**config.mk**
```make
export PLATFORM = sky130hd
export DESIGN_NAME = hw16_insn_classifier
export DESIGN_NICKNAME = d
export VERILOG_FILES = /design/src/rtl/hw16_dec_pkg.sv /design/src/rtl/hw16_class_tree.sv /design/src/rtl/hw16_field_extract.sv /design/src/rtl/hw16_cond_eval.sv /design/src/rtl/hw16_insn_classifier.sv
export SDC_FILE = /design/constraint.sdc
export NUM_CORES = 1
export LEC_CHECK = 0
export ABC_AREA = 1
export BUFFER_PORTS_ARGS = -buffer_cell sky130_fd_sc_hd__buf_2
export CAP_MARGIN = 0
export CORE_MARGIN = 2
export CORE_UTILIZATION = 37
export DETAILED_ROUTE_END_ITERATION = 16
export PLACE_DENSITY = 0.81
export SYNTH_ARGS = -nofsm -noshare
export SYNTH_HDL_FRONTEND = slang
export SYNTH_HIERARCHICAL = 1
export SYNTH_SLANG_ARGS = --single-unit
```
**constraint.sdc**
```tcl
create_clock -name vclk -period 2.1
set_clock_uncertainty 0.05 [all_clocks]
set_input_delay 0.105 -clock vclk [all_inputs]
set_output_delay 0.105 -clock vclk [all_outputs]
set_load 0.05 [all_outputs]
```
**src/rtl/hw16_dec_pkg.sv**
```systemverilog
package hw16_dec_pkg;
  localparam int FMT_N = 19;
  localparam int F_SHIFT_IMM = 0;
  localparam int F_ADD_SUB   = 1;
  localparam int F_IMM8_OP   = 2;
  localparam int F_ALU_REG   = 3;
  localparam int F_HIREG     = 4;
  localparam int F_PC_LOAD   = 5;
  localparam int F_REG_OFS   = 6;
  localparam int F_IMM_OFS   = 7;
  localparam int F_HALF_LS   = 8;
  localparam int F_SP_LS     = 9;
  localparam int F_ADDR_ADD  = 10;
  localparam int F_SP_ADJ    = 11;
  localparam int F_PUSH_POP  = 12;
  localparam int F_MULTI_LS  = 13;
  localparam int F_COND_BR   = 14;
  localparam int F_SWI       = 15;
  localparam int F_UNC_BR    = 16;
  localparam int F_LONG_HI   = 17;
  localparam int F_LONG_LO   = 18;

  typedef struct packed {
    logic n;
    logic z;
    logic c;
    logic v;
  } flags_t;

  function automatic logic cond_true(input logic [3:0] cc, input flags_t f);
    logic r;
    case (cc)
      4'h0: r = f.z;
      4'h1: r = !f.z;
      4'h2: r = f.c;
      4'h3: r = !f.c;
      4'h4: r = f.n;
      4'h5: r = !f.n;
      4'h6: r = f.v;
      4'h7: r = !f.v;
      4'h8: r = f.c && !f.z;
      4'h9: r = !f.c || f.z;
      4'hA: r = (f.n == f.v);
      4'hB: r = (f.n != f.v);
      4'hC: r = !f.z && (f.n == f.v);
      4'hD: r = f.z || (f.n != f.v);
      default: r = 1'b0;
    endcase
    return r;
  endfunction
endpackage

```
**src/rtl/hw16_class_tree.sv**
```systemverilog
module hw16_class_tree
  import hw16_dec_pkg::*;
(
  input  logic [15:0]      insn_i,
  output logic [FMT_N-1:0] fmt_o,
  output logic             undef_o
);
  always_comb begin
    fmt_o   = '0;
    undef_o = 1'b0;
    case (insn_i[15:13])
      3'd0: begin
        if (insn_i[12:11] == 2'b11) fmt_o[F_ADD_SUB] = 1'b1;
        else                        fmt_o[F_SHIFT_IMM] = 1'b1;
      end
      3'd1: fmt_o[F_IMM8_OP] = 1'b1;
      3'd2: begin
        casez (insn_i[12:10])
          3'b000:  fmt_o[F_ALU_REG] = 1'b1;
          3'b001:  fmt_o[F_HIREG]   = 1'b1;
          3'b01?:  fmt_o[F_PC_LOAD] = 1'b1;
          default: fmt_o[F_REG_OFS] = 1'b1;
        endcase
      end
      3'd3: fmt_o[F_IMM_OFS] = 1'b1;
      3'd4: begin
        if (insn_i[12]) fmt_o[F_SP_LS]   = 1'b1;
        else            fmt_o[F_HALF_LS] = 1'b1;
      end
      3'd5: begin
        if (!insn_i[12]) fmt_o[F_ADDR_ADD] = 1'b1;
        else begin
          case (insn_i[10:9])
            2'b00:   fmt_o[F_SP_ADJ]   = 1'b1;
            2'b10:   fmt_o[F_PUSH_POP] = 1'b1;
            default: undef_o = 1'b1;
          endcase
        end
      end
      3'd6: begin
        if (!insn_i[12])                 fmt_o[F_MULTI_LS] = 1'b1;
        else if (insn_i[11:8] == 4'hF)   fmt_o[F_SWI]      = 1'b1;
        else if (insn_i[11:8] == 4'hE)   undef_o = 1'b1;
        else                             fmt_o[F_COND_BR]  = 1'b1;
      end
      default: begin
        case (insn_i[12:11])
          2'b00:   fmt_o[F_UNC_BR]  = 1'b1;
          2'b10:   fmt_o[F_LONG_HI] = 1'b1;
          2'b11:   fmt_o[F_LONG_LO] = 1'b1;
          default: undef_o = 1'b1;
        endcase
      end
    endcase


    one_format_chk: assert ($countones(fmt_o) == (undef_o ? 0 : 1));

    branch_gap_chk: assert (!(insn_i[15:11] == 5'b11101) || (undef_o && fmt_o == '0));

    cond_reserved_chk: assert (!(insn_i[15:8] == 8'hDE) || (undef_o && fmt_o == '0));
  end
endmodule

```
**src/rtl/hw16_field_extract.sv**
```systemverilog
module hw16_field_extract #(
  parameter int DATA_W = 32
) (
  input  logic [15:0]       insn_i,
  input  logic              is_cond_i,
  input  logic              is_unc_i,
  input  logic              is_lhi_i,
  input  logic              is_llo_i,
  output logic [2:0]        rd_o,
  output logic [2:0]        rs_o,
  output logic [2:0]        ro_o,
  output logic [2:0]        rb_o,
  output logic [3:0]        hi_rd_o,
  output logic [3:0]        hi_rs_o,
  output logic [7:0]        imm8_o,
  output logic [4:0]        off5_o,
  output logic [DATA_W-1:0] br_ofs_o
);
  localparam int LHI_SHIFT = 12;
  localparam int LHI_TOP   = 11 + LHI_SHIFT;

  function automatic logic [DATA_W-1:0] ofs_cond(input logic [7:0] i);
    return {{(DATA_W-9){i[7]}}, i, 1'b0};
  endfunction
  function automatic logic [DATA_W-1:0] ofs_unc(input logic [10:0] i);
    return {{(DATA_W-12){i[10]}}, i, 1'b0};
  endfunction
  function automatic logic [DATA_W-1:0] ofs_lhi(input logic [10:0] i);
    return {{(DATA_W-LHI_TOP){i[10]}}, i, {LHI_SHIFT{1'b0}}};
  endfunction
  function automatic logic [DATA_W-1:0] ofs_llo(input logic [10:0] i);
    return {{(DATA_W-12){1'b0}}, i, 1'b0};
  endfunction

  always_comb begin
    rd_o    = insn_i[2:0];
    rs_o    = insn_i[5:3];
    ro_o    = insn_i[8:6];
    rb_o    = insn_i[10:8];
    hi_rd_o = {insn_i[7], insn_i[2:0]};
    hi_rs_o = insn_i[6:3];
    imm8_o  = insn_i[7:0];
    off5_o  = insn_i[10:6];
    if (is_cond_i)     br_ofs_o = ofs_cond(insn_i[7:0]);
    else if (is_unc_i) br_ofs_o = ofs_unc(insn_i[10:0]);
    else if (is_lhi_i) br_ofs_o = ofs_lhi(insn_i[10:0]);
    else if (is_llo_i) br_ofs_o = ofs_llo(insn_i[10:0]);
    else               br_ofs_o = '0;


    ofs_idle_chk: assert (is_cond_i || is_unc_i || is_lhi_i || is_llo_i || br_ofs_o == '0);

    ofs_even_chk: assert (!(is_cond_i || is_unc_i) || !br_ofs_o[0]);

    hi_low_share_chk: assert (hi_rd_o[2:0] == rd_o && hi_rs_o[2:0] == rs_o);
  end
endmodule

```
**src/rtl/hw16_cond_eval.sv**
```systemverilog
module hw16_cond_eval
  import hw16_dec_pkg::*;
(
  input  logic [3:0] cc_i,
  input  flags_t     flags_i,
  input  logic       sel_i,
  output logic       taken_o
);
  always_comb begin
    taken_o = sel_i && cond_true(cc_i, flags_i);

    taken_sel_chk: assert (!taken_o || (sel_i && cc_i != 4'hE && cc_i != 4'hF));

    eq_follow_chk: assert (!(sel_i && cc_i == 4'h0) || (taken_o == flags_i.z));
  end
endmodule

```
**src/rtl/hw16_insn_classifier.sv**
```systemverilog
module hw16_insn_classifier
  import hw16_dec_pkg::*;
#(
  parameter int DATA_W = 32
) (
  input  logic [15:0]       insn_i,
  input  logic [3:0]        flags_i,
  output logic [18:0]       fmt_o,
  output logic              undef_o,
  output logic [2:0]        rd_o,
  output logic [2:0]        rs_o,
  output logic [2:0]        ro_o,
  output logic [2:0]        rb_o,
  output logic [3:0]        hi_rd_o,
  output logic [3:0]        hi_rs_o,
  output logic [7:0]        imm8_o,
  output logic [4:0]        off5_o,
  output logic [DATA_W-1:0] br_ofs_o,
  output logic              br_taken_o
);
  logic [FMT_N-1:0] fmt_w;
  logic             undef_w;
  flags_t           flags_w;

  assign flags_w = flags_i;

  hw16_class_tree u_tree (
    .insn_i  (insn_i),
    .fmt_o   (fmt_w),
    .undef_o (undef_w)
  );

  hw16_field_extract #(.DATA_W(DATA_W)) u_fields (
    .insn_i    (insn_i),
    .is_cond_i (fmt_w[F_COND_BR]),
    .is_unc_i  (fmt_w[F_UNC_BR]),
    .is_lhi_i  (fmt_w[F_LONG_HI]),
    .is_llo_i  (fmt_w[F_LONG_LO]),
    .rd_o      (rd_o),
    .rs_o      (rs_o),
    .ro_o      (ro_o),
    .rb_o      (rb_o),
    .hi_rd_o   (hi_rd_o),
    .hi_rs_o   (hi_rs_o),
    .imm8_o    (imm8_o),
    .off5_o    (off5_o),
    .br_ofs_o  (br_ofs_o)
  );

  hw16_cond_eval u_cond (
    .cc_i    (insn_i[11:8]),
    .flags_i (flags_w),
    .sel_i   (fmt_w[F_COND_BR]),
    .taken_o (br_taken_o)
  );

  assign fmt_o   = fmt_w;
  assign undef_o = undef_w;
endmodule

```
## Word level (Yosys, flattened, before mapping)

Cells that the tools add are included.

| word-level totals | value |
|---|---|
| bits in registers | 0 |
| input bits | 20 |
| output and inout bits | 86 |
| logic and storage cells | 84 |

| cells by class | value |
|---|---|
| equal/unequal tests | 28 |
| multiplexer cells | 37 |
| reduce and logical (&&, ||, !) cells | 19 |

Operator list:

| operator | count |
|---|---|
| $mux W32 | 3 |
| $eq A4 B4 Y1 const B | 8 |
| $mux W1 | 23 |
| $eq A4 B3 Y1 const B | 4 |
| $pmux W1 S14 | 1 |
| $mux W12 | 1 |
| $eq A3 B3 Y1 const B | 3 |
| $mux W3 | 3 |
| $eq A4 B2 Y1 const B | 2 |
| $mux W2 | 4 |
| $reduce_or A7 Y1 | 1 |
| $eq A2 B2 Y1 const B | 3 |
| $eq A3 B1 Y1 const B | 2 |
| $eq A3 B2 Y1 const B | 2 |
| $logic_not A3 Y1 | 2 |
| $reduce_or A3 Y1 | 2 |
| $reduce_or A5 Y1 | 1 |
| $eq A4 B1 Y1 const B | 1 |
| $logic_not A1 Y1 | 4 |
| $logic_not A2 Y1 | 2 |
| $logic_not A4 Y1 | 1 |
| $mux W4 | 1 |
| $logic_and A1 B1 Y1 | 3 |
| $pmux W1 S3 | 1 |
| 5 further kinds | 6 |

## Logic depth before layout (Yosys ltp)

Gate-level depths: netlist (run 1).

| depth | value |
|---|---|
| depth after elaboration | 7 |
| depth in mapped cells | 10 |
| mapped depth without buffers | 9 |

## Modules after synthesis

Netlist (run 1), hierarchy kept.

By module, submodules not included:

| module | instances | cells an instance | area each (sq um) |
|---|---|---|---|
| hw16_field_extract | 1 | 99 | 588.1 |
| hw16_class_tree | 1 | 54 | 254.0 |
| hw16_cond_eval | 1 | 36 | 162.7 |

## Worst setup path after synthesis (run 1)

OpenSTA, ideal clock, no wires.

| path | value |
|---|---|
| path kind | input -> output |
| from | input port insn_i[15] |
| to | output port br_ofs_o[23] |
| arrival time | 3.438 ns |
| required time | 1.945 ns |
| slack | -1.493 ns |
| stages | 10 |
| buffers on the path | 2 |
| cell sequence | buf_2 -> nand3_1 -> inv_1 -> nand2_1 -> a21oi_1 -> nand2_1 -> inv_1 -> nor2_1 -> a21oi_1 -> buf_4 |

| between the ends | value |
|---|---|
| elaborated cells between the ends (all ways) | 13 |

RTL lines:

| element | line | text |
|---|---|---|
| from (decl) | hw16_insn_classifier.sv:6 | `input logic [15:0] insn_i,` |
| $eq A3 B3 Y1 | hw16_class_tree.sv:11 | `case (insn_i[15:13])` |
| $mux W3 | hw16_class_tree.sv:11 |  |
| via fmt_o[14] | hw16_insn_classifier.sv:8 | `output logic [18:0] fmt_o,` |
| $mux W32 | hw16_field_extract.sv:44 | `if (is_cond_i) br_ofs_o = ofs_cond(insn_i[7:0]);` |
| to (decl) | hw16_insn_classifier.sv:18 | `output logic [DATA_W-1:0] br_ofs_o,` |

The timed path passes the listed nets, and every way through them passes these cells.

## Final worst setup path (run 1)

| path | value |
|---|---|
| from | input port insn_i[11] |
| to | output port br_ofs_o[2] |

| between the ends | value |
|---|---|
| longest elaborated chain between the ends | 7 |
| elaborated cells between the ends (all ways) | 17 |

Ends and longest elaborated chain:

| element | line | text |
|---|---|---|
| $eq A2 B2 Y1 | hw16_class_tree.sv:47 | `case (insn_i[12:11])` |
| $mux W1 | hw16_class_tree.sv:47 |  |
| $mux W3 | hw16_class_tree.sv:11 |  |
| $mux W12 | hw16_field_extract.sv:47 | `else if (is_llo_i) br_ofs_o = ofs_llo(insn_i[10:0]);` |
| $mux W32 | hw16_field_extract.sv:46 | `else if (is_lhi_i) br_ofs_o = ofs_lhi(insn_i[10:0]);` |
| $mux W32 | hw16_field_extract.sv:45 | `else if (is_unc_i) br_ofs_o = ofs_unc(insn_i[10:0]);` |
| $mux W32 * | hw16_field_extract.sv:44 |  |

Mark *: on every way between the ends. The rest lies on a longest branch, timed or not.

==> out/results.txt, run 1 <==
via count of the first global-routing pass: 974
vias: 1246
post-route fraction of the period consumed by the critical path: 0.8459
synthesized instance count: 189
cts repair resizes: 0
pre-CTS WS: 322.3 ps
Synth area leaders: sky130_fd_sc_hd__buf_4, sky130_fd_sc_hd__nand2_1, sky130_fd_sc_hd__nor2_1, sky130_fd_sc_hd__inv_1, sky130_fd_sc_hd__nand3_1
routability-driven placement congestion ratio: 0.7839
NumNets Final: 268
slowest cell delay on critical path: 280 ps
critical path type: in2out
setup slack after layout: 323.5 ps
ports placed on the boundary: 106
endpoint required time on the critical path: 1950 ps
nature of the critical path endpoint: output pin
hold-fix buffer count after cts: 0
placed cells: 276
number of buffers inserted to repair setup after CTS: 0
endpoint of the worst hold-timing path: hi_rs_o[0]
minimum clock period after layout: 1776 ps
full die area: 3148 um2
synthesized area: 1005 um2
number of diodes: 0
final number of hold-violating endpoints: 0
RSZ-0062 raised after global routing: no
IO Port Bufs: 105
non-filler instance count after layout: 276
area inside the core boundary: 2522 um2
number of max-cap violations: 0
max-slew violations: 0
layout cells sized above 1: 0.5081
Starting Density: 0.3983
area share of the largest cell type after synthesis: 0.3213
power density relative to cell area: 321.9 nW/um2
Die X: 56.11 um
HPWL after detailed placement: 2.212 mm
FF+latch area: 0 um2
Static Leak: 0.0008866 uW
Finished Core Util: 0.5050
total nets after synthesis: 209
critical path fanouts, max: 11
initial antenna violation count: 0
total global routing track utilization: 0.1518
final setup violating endpoints: 0
wire length per cell: 9.732 um
run status: finished, final reports clean
largest net degree at the start of global routing: 15
DRT Pass-1 Iters: 4
number of different library cells in the post-synthesis netlist: 22
wire length of the first global-routing pass: 4.215 mm
Avg Vias per Cell: 4.514
cell area reported after detailed placement: 1274 um2
standard-cell rows: 18
floorplan die height: 56.11 um
Synth area leader: sky130_fd_sc_hd__buf_4
# DRC: 0
number of fill cells in the layout: 288
maximum VDD drop: 0.2858 mV
cell depth of the worst hold path: 2
Routed WL: 2.686 mm
critical path, cell by cell: buf_2, inv_1, nand2_1, nor2_2, inv_1, nand2_1, nand2_1, a21boi_1, buf_2
sequential cells: 0
count of clock-net buffers in the final layout: 0
sequential element share of the synthesized area: 0
number of nets with antenna violations after detailed routing: 0
Post-Synthesis Mean Instance Area: 5.316 um2
global route total overflow: 0
hold crit path type: in2out
Synth warnings: 6
most used cell, CP: sky130_fd_sc_hd__nand2_1
library cell contributing the largest single delay on the critical path: sky130_fd_sc_hd__buf_2
critical path startpoint category: input port
hold path startpoint: insn_i[3]
area growth from synthesis to layout: 26.77%
post-route design area: 1274 um2
WP data arrival: 1620 ps
maximum clock rate: 0.5629 GHz
number of violations reported at the end of detailed-routing iteration 0: 24
how the worst max path moves through the flow:
| stage | endpoint | cells after the start | slack (ps) | from |
|---|---|---|---|---|
| final | br_ofs_o[2] | 9 | 320 | insn_i[11] |
| after global routing | br_ofs_o[5] | 9 | 110 | insn_i[11] |
| after CTS | br_ofs_o[2] | 9 | 320 | insn_i[11] |
| after detailed placement | br_ofs_o[2] | 9 | 320 | insn_i[11] |
| after global placement | br_ofs_o[10] | 9 | 340 | insn_i[11] |
| after floorplan | br_ofs_o[2] | 9 | -140 | insn_i[12] |
layer usage:
layer	GRT usage	wire length [um]	vias up
met1	0.2008	1136	538
met4	0	0	0
met2	0.2857	1340	55
li1	-	-	653
met3	0.006977	208	0
met5	0	0	-
through the flow:
stage | total power, uW | TNS (ps) | hold WS [ps]
2_1_floorplan | 371.6 | -1220 | 230.2
3_3_place_gp | 409.7 | 0 | 481.2
3_5_place_dp | 411.5 | 0 | 482.1
4_1_cts | 412.2 | 0 | 483.1
5_1_grt | 433.5 | 0 | 488.1
6_report | 410.0 | 0 | 480.8
logic make-up after synthesis:
kind of cell           Yosys count  synth area share
other                            1          0.003732
buffers and inverters           72            0.4508
AOI/OAI and AO/OA               19            0.1245
and+or+nand+nor                 97            0.4209
final cells by class:
class,instances,area (um2),area share
well taps,30,37.54,0.02947
repair buffers,105,525.5,0.4126
inverters,24,95.09,0.07466
multi-input cells,117,615.6,0.4833
critical path, delay by kind of cell:
| family | cells | cell delay, ps |
|---|---|---|
| buffers and inverters | 4 | 630 |
| AOI/OAI and AO/OA | 1 | 210 |
| and+or+nand+nor | 4 | 670 |
power by group:
| group | internal (uW) | switching (uW) | total, uW |
|---|---|---|---|
| combinational | 83.8 | 326 | 410 |
| sequential | 0 | 0 | 0 |
| clock | 0 | 0 | 0 |
| total | 83.8 | 326 | 410 |
synth_stat cells, drive strengths merged:
master / n
nand3: 14
conb: 1
nand3b: 1
o21ai: 3
a21boi: 8
nor3: 8
a21oi: 7
nor2: 25
o211ai: 1
clkinv: 1
buf: 48
inv: 23
nand2: 48
or2: 1
placed cells by master (no fill, tap or decap):
cell type,count
sky130_fd_sc_hd__o211ai_1,1
sky130_fd_sc_hd__nand2_1,46
sky130_fd_sc_hd__nor3_1,5
sky130_fd_sc_hd__nand2_4,1
sky130_fd_sc_hd__o21ai_0,1
sky130_fd_sc_hd__inv_1,20
sky130_fd_sc_hd__nor2_4,2
sky130_fd_sc_hd__nand3b_1,1
sky130_fd_sc_hd__a21oi_4,2
sky130_fd_sc_hd__nor3_4,1
sky130_fd_sc_hd__buf_2,105
sky130_fd_sc_hd__nor2_2,2
sky130_fd_sc_hd__a21boi_1,8
sky130_fd_sc_hd__a21oi_1,1
sky130_fd_sc_hd__nor2_1,21
sky130_fd_sc_hd__o21ai_1,2
sky130_fd_sc_hd__a21oi_2,4
sky130_fd_sc_hd__nor3_2,2
sky130_fd_sc_hd__or2_4,1
sky130_fd_sc_hd__conb_1,1
sky130_fd_sc_hd__clkinv_1,1
sky130_fd_sc_hd__nand3_2,1
sky130_fd_sc_hd__nand3_1,13
sky130_fd_sc_hd__inv_2,1
sky130_fd_sc_hd__inv_4,2
sky130_fd_sc_hd__nand2_2,1
Note: power is estimated with default switching activity, not from simulation.
==> inputs of run 2 (changes only) <==
--- a/config.mk
+++ b/config.mk
@@ -5,13 +5,13 @@
 export SDC_FILE = /design/constraint.sdc
 export NUM_CORES = 1
 export LEC_CHECK = 0
-export ABC_AREA = 1
+export ABC_AREA = 0
 export BUFFER_PORTS_ARGS = -buffer_cell sky130_fd_sc_hd__buf_2
 export CAP_MARGIN = 0
 export CORE_MARGIN = 2
-export CORE_UTILIZATION = 37
+export CORE_UTILIZATION = 35
 export DETAILED_ROUTE_END_ITERATION = 16
-export PLACE_DENSITY = 0.81
+export PLACE_DENSITY = 0.77
 export SYNTH_ARGS = -nofsm -noshare
 export SYNTH_HDL_FRONTEND = slang
 export SYNTH_HIERARCHICAL = 1
==> constraint.sdc (replaced) <==
create_clock -name vclk -period 1.6
set_clock_uncertainty 0.05 [all_clocks]
set_input_delay 0.08 -clock vclk [all_inputs]
set_output_delay 0.08 -clock vclk [all_outputs]
set_load 0.05 [all_outputs]
==> out/results.txt, run 2 <==
GR Util met3: 0.004329
XOR/XNOR share of the synthesized area: 0.01613
number of nets with antenna violations after detailed routing: 0
most frequent standard cell in the layout excluding fill and tap cells: sky130_fd_sc_hd__buf_2
switching share of power: 0.6869
DRT Pass-1 Iters: 3
synthesized area: 1086 um2
NumNets Final: 268
minimum clock period after layout: 1545 ps
Synth warnings: 6
number of fill cells in the layout: 240
pre-CTS WS: -145.7 ps
number of diodes: 0
RSZ-0062 raised after global routing: no
number of max-cap violations: 0
post-route fraction of the period consumed by the critical path: 0.9657
# DRC: 0
critical path startpoint category: input port
vias: 1341
Starting Density: 0.3617
Post-Synthesis Mean Instance Area: 6.917 um2
standard-cell rows: 20
Sw Pwr: 483.9 uW
synthesized-area fraction occupied by ao, oa, aoi and oai cells: 0.2039
startpoint of the most critical setup path: insn_i[14]
routability-driven placement congestion ratio: 0.7764
synthesized instance count: 157
largest net degree at the start of global routing: 12
total global routing track utilization: 0.1638
smallest hold slack: 432.5 ps
largest family of logic cells by synthesized area: simple AND/OR/NAND/NOR gates
Synth area leaders: sky130_fd_sc_hd__buf_4, sky130_fd_sc_hd__nand2_1, sky130_fd_sc_hd__nor2b_1, sky130_fd_sc_hd__buf_6, sky130_fd_sc_hd__a21oi_1
sequential cells: 0
sequential fraction of design power: 0
Die X: 59.71 um
setup slack after layout: 54.91 ps
area share of the largest cell type after synthesis: 0.3041
Avg Vias per Cell: 4.806
maximum clock rate: 0.6472 GHz
internal power contribution: 220.6 uW
final setup violating endpoints: 0
total nets after synthesis: 177
IO Port Bufs: 105
HPWL after detailed placement: 2.629 mm
layout cells sized above 1: 0.7805
ports placed on the boundary: 106
GR Layer Usage met2: 0.3323
critical path type: in2out
number of violations reported at the end of detailed-routing iteration 0: 37
wire length per cell: 12.19 um
capturing instance or port of the critical path: br_ofs_o[30]
global route total overflow: 0
initial antenna violation count: 0
via count of the first global-routing pass: 1114
number of different library cells in the post-synthesis netlist: 41
Routed WL: 3.400 mm
endpoint required time on the critical path: 1470 ps
area inside the core boundary: 3003 um2
critical path fanouts, max: 6
full die area: 3565 um2
post-layout total power: 704.5 uW
adder and majority cell fraction of the synthesized area: 0
power density relative to cell area: 354.8 nW/um2
most frequent cell after synthesis: sky130_fd_sc_hd__buf_4
post-route design area: 1986 um2
logic gate share of total power: 1.000
count of clock-net buffers in the final layout: 0
run status: finished, final reports clean
most used standard cells in the synthesized netlist: sky130_fd_sc_hd__buf_4, sky130_fd_sc_hd__nand2_1, sky130_fd_sc_hd__nor2b_1, sky130_fd_sc_hd__a21oi_1, sky130_fd_sc_hd__nor2_1
wire length of the first global-routing pass: 4.781 mm
most frequent cells in the layout: sky130_fd_sc_hd__buf_2, sky130_fd_sc_hd__buf_4, sky130_fd_sc_hd__buf_6, sky130_fd_sc_hd__nand2_1
area growth from synthesis to layout: 82.83%
cell area reported after detailed placement: 1734 um2
hold-fix buffer count after cts: 0
hold crit path type: in2out
sequential element share of the synthesized area: 0
Synth area leader: sky130_fd_sc_hd__buf_4
Finished Core Util: 0.6613
nature of the critical path endpoint: output pin
busiest metal layer after global routing: met2
max-slew violations: 0
FF+latch area: 0 um2
maximum VDD drop: 0.1651 mV
global routing usage on met1: 0.1977
WP data arrival: 1420 ps
mux contribution to synthesized area: 0.009217
Static Leak: 0.001017 uW
floorplan die height: 59.71 um
final number of hold-violating endpoints: 0
simple logic cell fraction of the synthesized area: 0.3871
part of the total power dissipated in the clock network: 0
run 2: cells by family after synthesis:
group,after synthesis
and+or+nand+nor,69
buffers and inverters,55
AOI/OAI and AO/OA,29
xor gates and xnor gates,2
muxes,1
other,1
run 2: worst max-delay path: stages:
cell                       delay, ps
sky130_fd_sc_hd__buf_6           110
sky130_fd_sc_hd__nor2b_4         120
sky130_fd_sc_hd__and2_4          150
sky130_fd_sc_hd__and3_4          180
sky130_fd_sc_hd__buf_6           140
sky130_fd_sc_hd__nand2b_4        160
sky130_fd_sc_hd__o21ai_4         270
sky130_fd_sc_hd__buf_6           210
run 2: per-layer routing:
metal | up-vias | part of all wire
met5 | - | 0
met4 | 0 | 0
met3 | 0 | 0.074
met2 | 67 | 0.55
met1 | 605 | 0.38
li1 | 669 | -
run 2: worst min-delay path by stage:
stage	start	end	slack (ps)	depth (start not counted)
after detailed placement	insn_i[4]	hi_rs_o[1]	430	2
after CTS	insn_i[4]	hi_rs_o[1]	430	2
after global placement	insn_i[2]	hi_rd_o[2]	430	2
final	insn_i[4]	rs_o[1]	430	2
after floorplan	insn_i[10]	fmt_o[3]	210	1
after global routing	insn_i[4]	rs_o[1]	440	2
run 2: power by group through the flow:
stage,clock [uW],sequential (uW),combinational [uW]
after global placement,0,0,649
after detailed placement,0,0,655
final,0,0,705
after CTS,0,0,673
after floorplan,0,0,556
after global routing,0,0,739
run 2: through the flow:
step | cells | setup TNS (ps)
3_5_place_dp | 273 | -2773
2_1_floorplan | 157 | -10330
6_report | 279 | 0
5_1_grt | 279 | 0
3_3_place_gp | 273 | -2077
4_1_cts | 275 | -631.7
run 2: cell type report:
cell class | instances | area [um2] | area share
timing repair buffer | 140 | 996.0 | 0.5016
multi-input combinational | 103 | 937.1 | 0.4720
tap | 33 | 41.29 | 0.02079
inverter | 3 | 11.26 | 0.005671
run 2: timing repair:
item / 4_1_cts / 5_1_grt
resized for setup: 17 / 48
cloned: 0 / 2
pin swaps: 2 / 4
setup buffers: 2 / 2
setup endpoints to repair: 28 / 24
==> inputs of run 3 (changes only) <==
--- a/config.mk
+++ b/config.mk
@@ -9,10 +9,9 @@
 export BUFFER_PORTS_ARGS = -buffer_cell sky130_fd_sc_hd__buf_2
 export CAP_MARGIN = 0
 export CORE_MARGIN = 2
-export CORE_UTILIZATION = 35
+export CORE_UTILIZATION = 34
 export DETAILED_ROUTE_END_ITERATION = 16
 export PLACE_DENSITY = 0.77
 export SYNTH_ARGS = -nofsm -noshare
 export SYNTH_HDL_FRONTEND = slang
-export SYNTH_HIERARCHICAL = 1
 export SYNTH_SLANG_ARGS = --single-unit
==> out/results.txt, run 3 <==
Starting Density: 0.3635
standard-cell rows: 19
final number of hold-violating endpoints: 0
cts repair resizes: 0
critical path type: in2out
initial antenna violation count: 0
layout cells sized above 1: 0.6408
most used standard cells in the synthesized netlist: sky130_fd_sc_hd__buf_4, sky130_fd_sc_hd__a21o_1, sky130_fd_sc_hd__nand2_1, sky130_fd_sc_hd__and2_1, sky130_fd_sc_hd__nor2_1
post-route fraction of the period consumed by the critical path: 0.9368
final setup violating endpoints: 0
number of max-cap violations: 0
routability-driven placement congestion ratio: 0.8070
DRT Pass-1 Iters: 12
synthesized instance count: 146
most frequent cell after synthesis: sky130_fd_sc_hd__buf_4
critical path fanouts, max: 11
via count of the first global-routing pass: 941
vias: 1116
nature of the critical path endpoint: output pin
WP data arrival: 1370 ps
Avg Vias per Cell: 4.709
HPWL after detailed placement: 2.288 mm
# DRC: 10
RSZ-0062 raised after global routing: no
IO Port Bufs: 105
hold crit path type: in2out
cell area reported after detailed placement: 1269 um2
largest net degree at the start of global routing: 17
count of clock-net buffers in the final layout: 0
sequential cells: 0
synthesized area: 1020 um2
power density relative to cell area: 444.1 nW/um2
area share of the largest cell type after synthesis: 0.3681
library cell contributing the largest single delay on the critical path: sky130_fd_sc_hd__buf_2
number of fill cells in the layout: 294
maximum VDD drop: 0.1854 mV
Synth area leader: sky130_fd_sc_hd__buf_4
total global routing track utilization: 0.1430
max-slew violations: 0
violations in the final reports: DRC
critical path, cell by cell: buf_2, buf_4, nand2_1, nor3_1, buf_4, a31o_2, buf_2
Synth area leaders: sky130_fd_sc_hd__buf_4, sky130_fd_sc_hd__a21o_1, sky130_fd_sc_hd__and2_1, sky130_fd_sc_hd__nand2_1, sky130_fd_sc_hd__buf_6
area inside the core boundary: 2805 um2
number of buffers inserted to repair setup after CTS: 0
Post-Synthesis Mean Instance Area: 6.984 um2
Die X: 58.77 um
number of violations reported at the end of detailed-routing iteration 0: 27
maximum clock rate: 0.6672 GHz
multi-input gate area in the final layout: 599.3 um2
floorplan die height: 58.77 um
run status: complete, but fails checks
most frequent standard cell in the layout excluding fill and tap cells: sky130_fd_sc_hd__buf_2
sequential element share of the synthesized area: 0
number of nets with antenna violations after detailed routing: 0
number of diodes: 0
full die area: 3453 um2
FF+latch area: 0 um2
total nets after synthesis: 166
area growth from synthesis to layout: 24.42%
most frequent cells in the layout: sky130_fd_sc_hd__buf_2, sky130_fd_sc_hd__buf_4, sky130_fd_sc_hd__a21o_1, sky130_fd_sc_hd__nand2_1
ports placed on the boundary: 106
wire length of the first global-routing pass: 4.133 mm
critical path startpoint category: input port
Routed WL: 2.713 mm
post-route design area: 1269 um2
NumNets Final: 228
slowest cell delay on critical path: 260 ps
wire length per cell: 11.45 um
minimum clock period after layout: 1499 ps
hold-fix buffer count after cts: 0
global route total overflow: 0
Static Leak: 0.0008660 uW
endpoint required time on the critical path: 1470 ps
Finished Core Util: 0.4523
number of different library cells in the post-synthesis netlist: 44
Synth warnings: 0
-- run 3: cell types whose count changed in the layout (fill, tap and decap cells not counted), sizes merged, moves of 3 or more --
cell,before,now
buf,137,117
nor2b,13,1
a21o,0,10
a21oi,11,2
nand2,19,10
and2,1,8
a22o,3,0
clkbuf,3,0
-- run 3: worst paths after layout --
check | cells after the start | endpoint | startpoint | slack (ps)
setup / recovery | 7 | br_ofs_o[20] | insn_i[13] | 100
hold / removal | 2 | rs_o[1] | insn_i[4] | 430
-- run 3: power by group --
group          leakage, uW  switching, uW  internal, uW
clock network            0              0             0
registers                0              0             0
logic             0.000866            425           138
-- run 3: critical path, delay by kind of cell --
family | cells | cell delay [ps]
AND/OR/NAND/NOR | 2 | 320
buffers and inverters | 4 | 810
AO/OA/AOI/OAI | 1 | 160
-- run 3: area by class of cell --
| type | count | share of cell area |
|---|---|---|
| well taps | 31 | 0.03057 |
| multi-input cells | 85 | 0.4724 |
| inverters | 4 | 0.01183 |
| repair buffers | 117 | 0.4852 |
-- run 3: metrics by stage --
stage | instances | hold WS, ps | setup WS, ps | setup TNS, ps | total power, uW
finish | 237 | 434.6 | 101.1 | 0 | 563.4
global route | 237 | 441.7 | 2.726 | 0 | 594.8
CTS | 237 | 436.2 | 102.7 | 0 | 566.8
detailed placement | 237 | 435.3 | 106.3 | 0 | 566.0
global placement | 237 | 433.3 | 115.2 | 0 | 563.8
floorplan | 146 | 277.1 | -382.0 | -1119 | 503.0
-- run 3: routing by layer --
metal / wire length (um) / part of all wire / GRT usage
met1: 1097 / 0.40 / 0.1804
met2: 1372 / 0.51 / 0.2825
met3: 243 / 0.090 / 0
met4: 0 / 0 / 0.006494
met5: 0 / 0 / 0
-- run 3: cells by family after synthesis --
family | synth area share
buf+inv | 0.4356
simple gates | 0.2933
compound gates | 0.2049
other cells | 0.003677
xor+xnor | 0.04049
mux | 0.02208
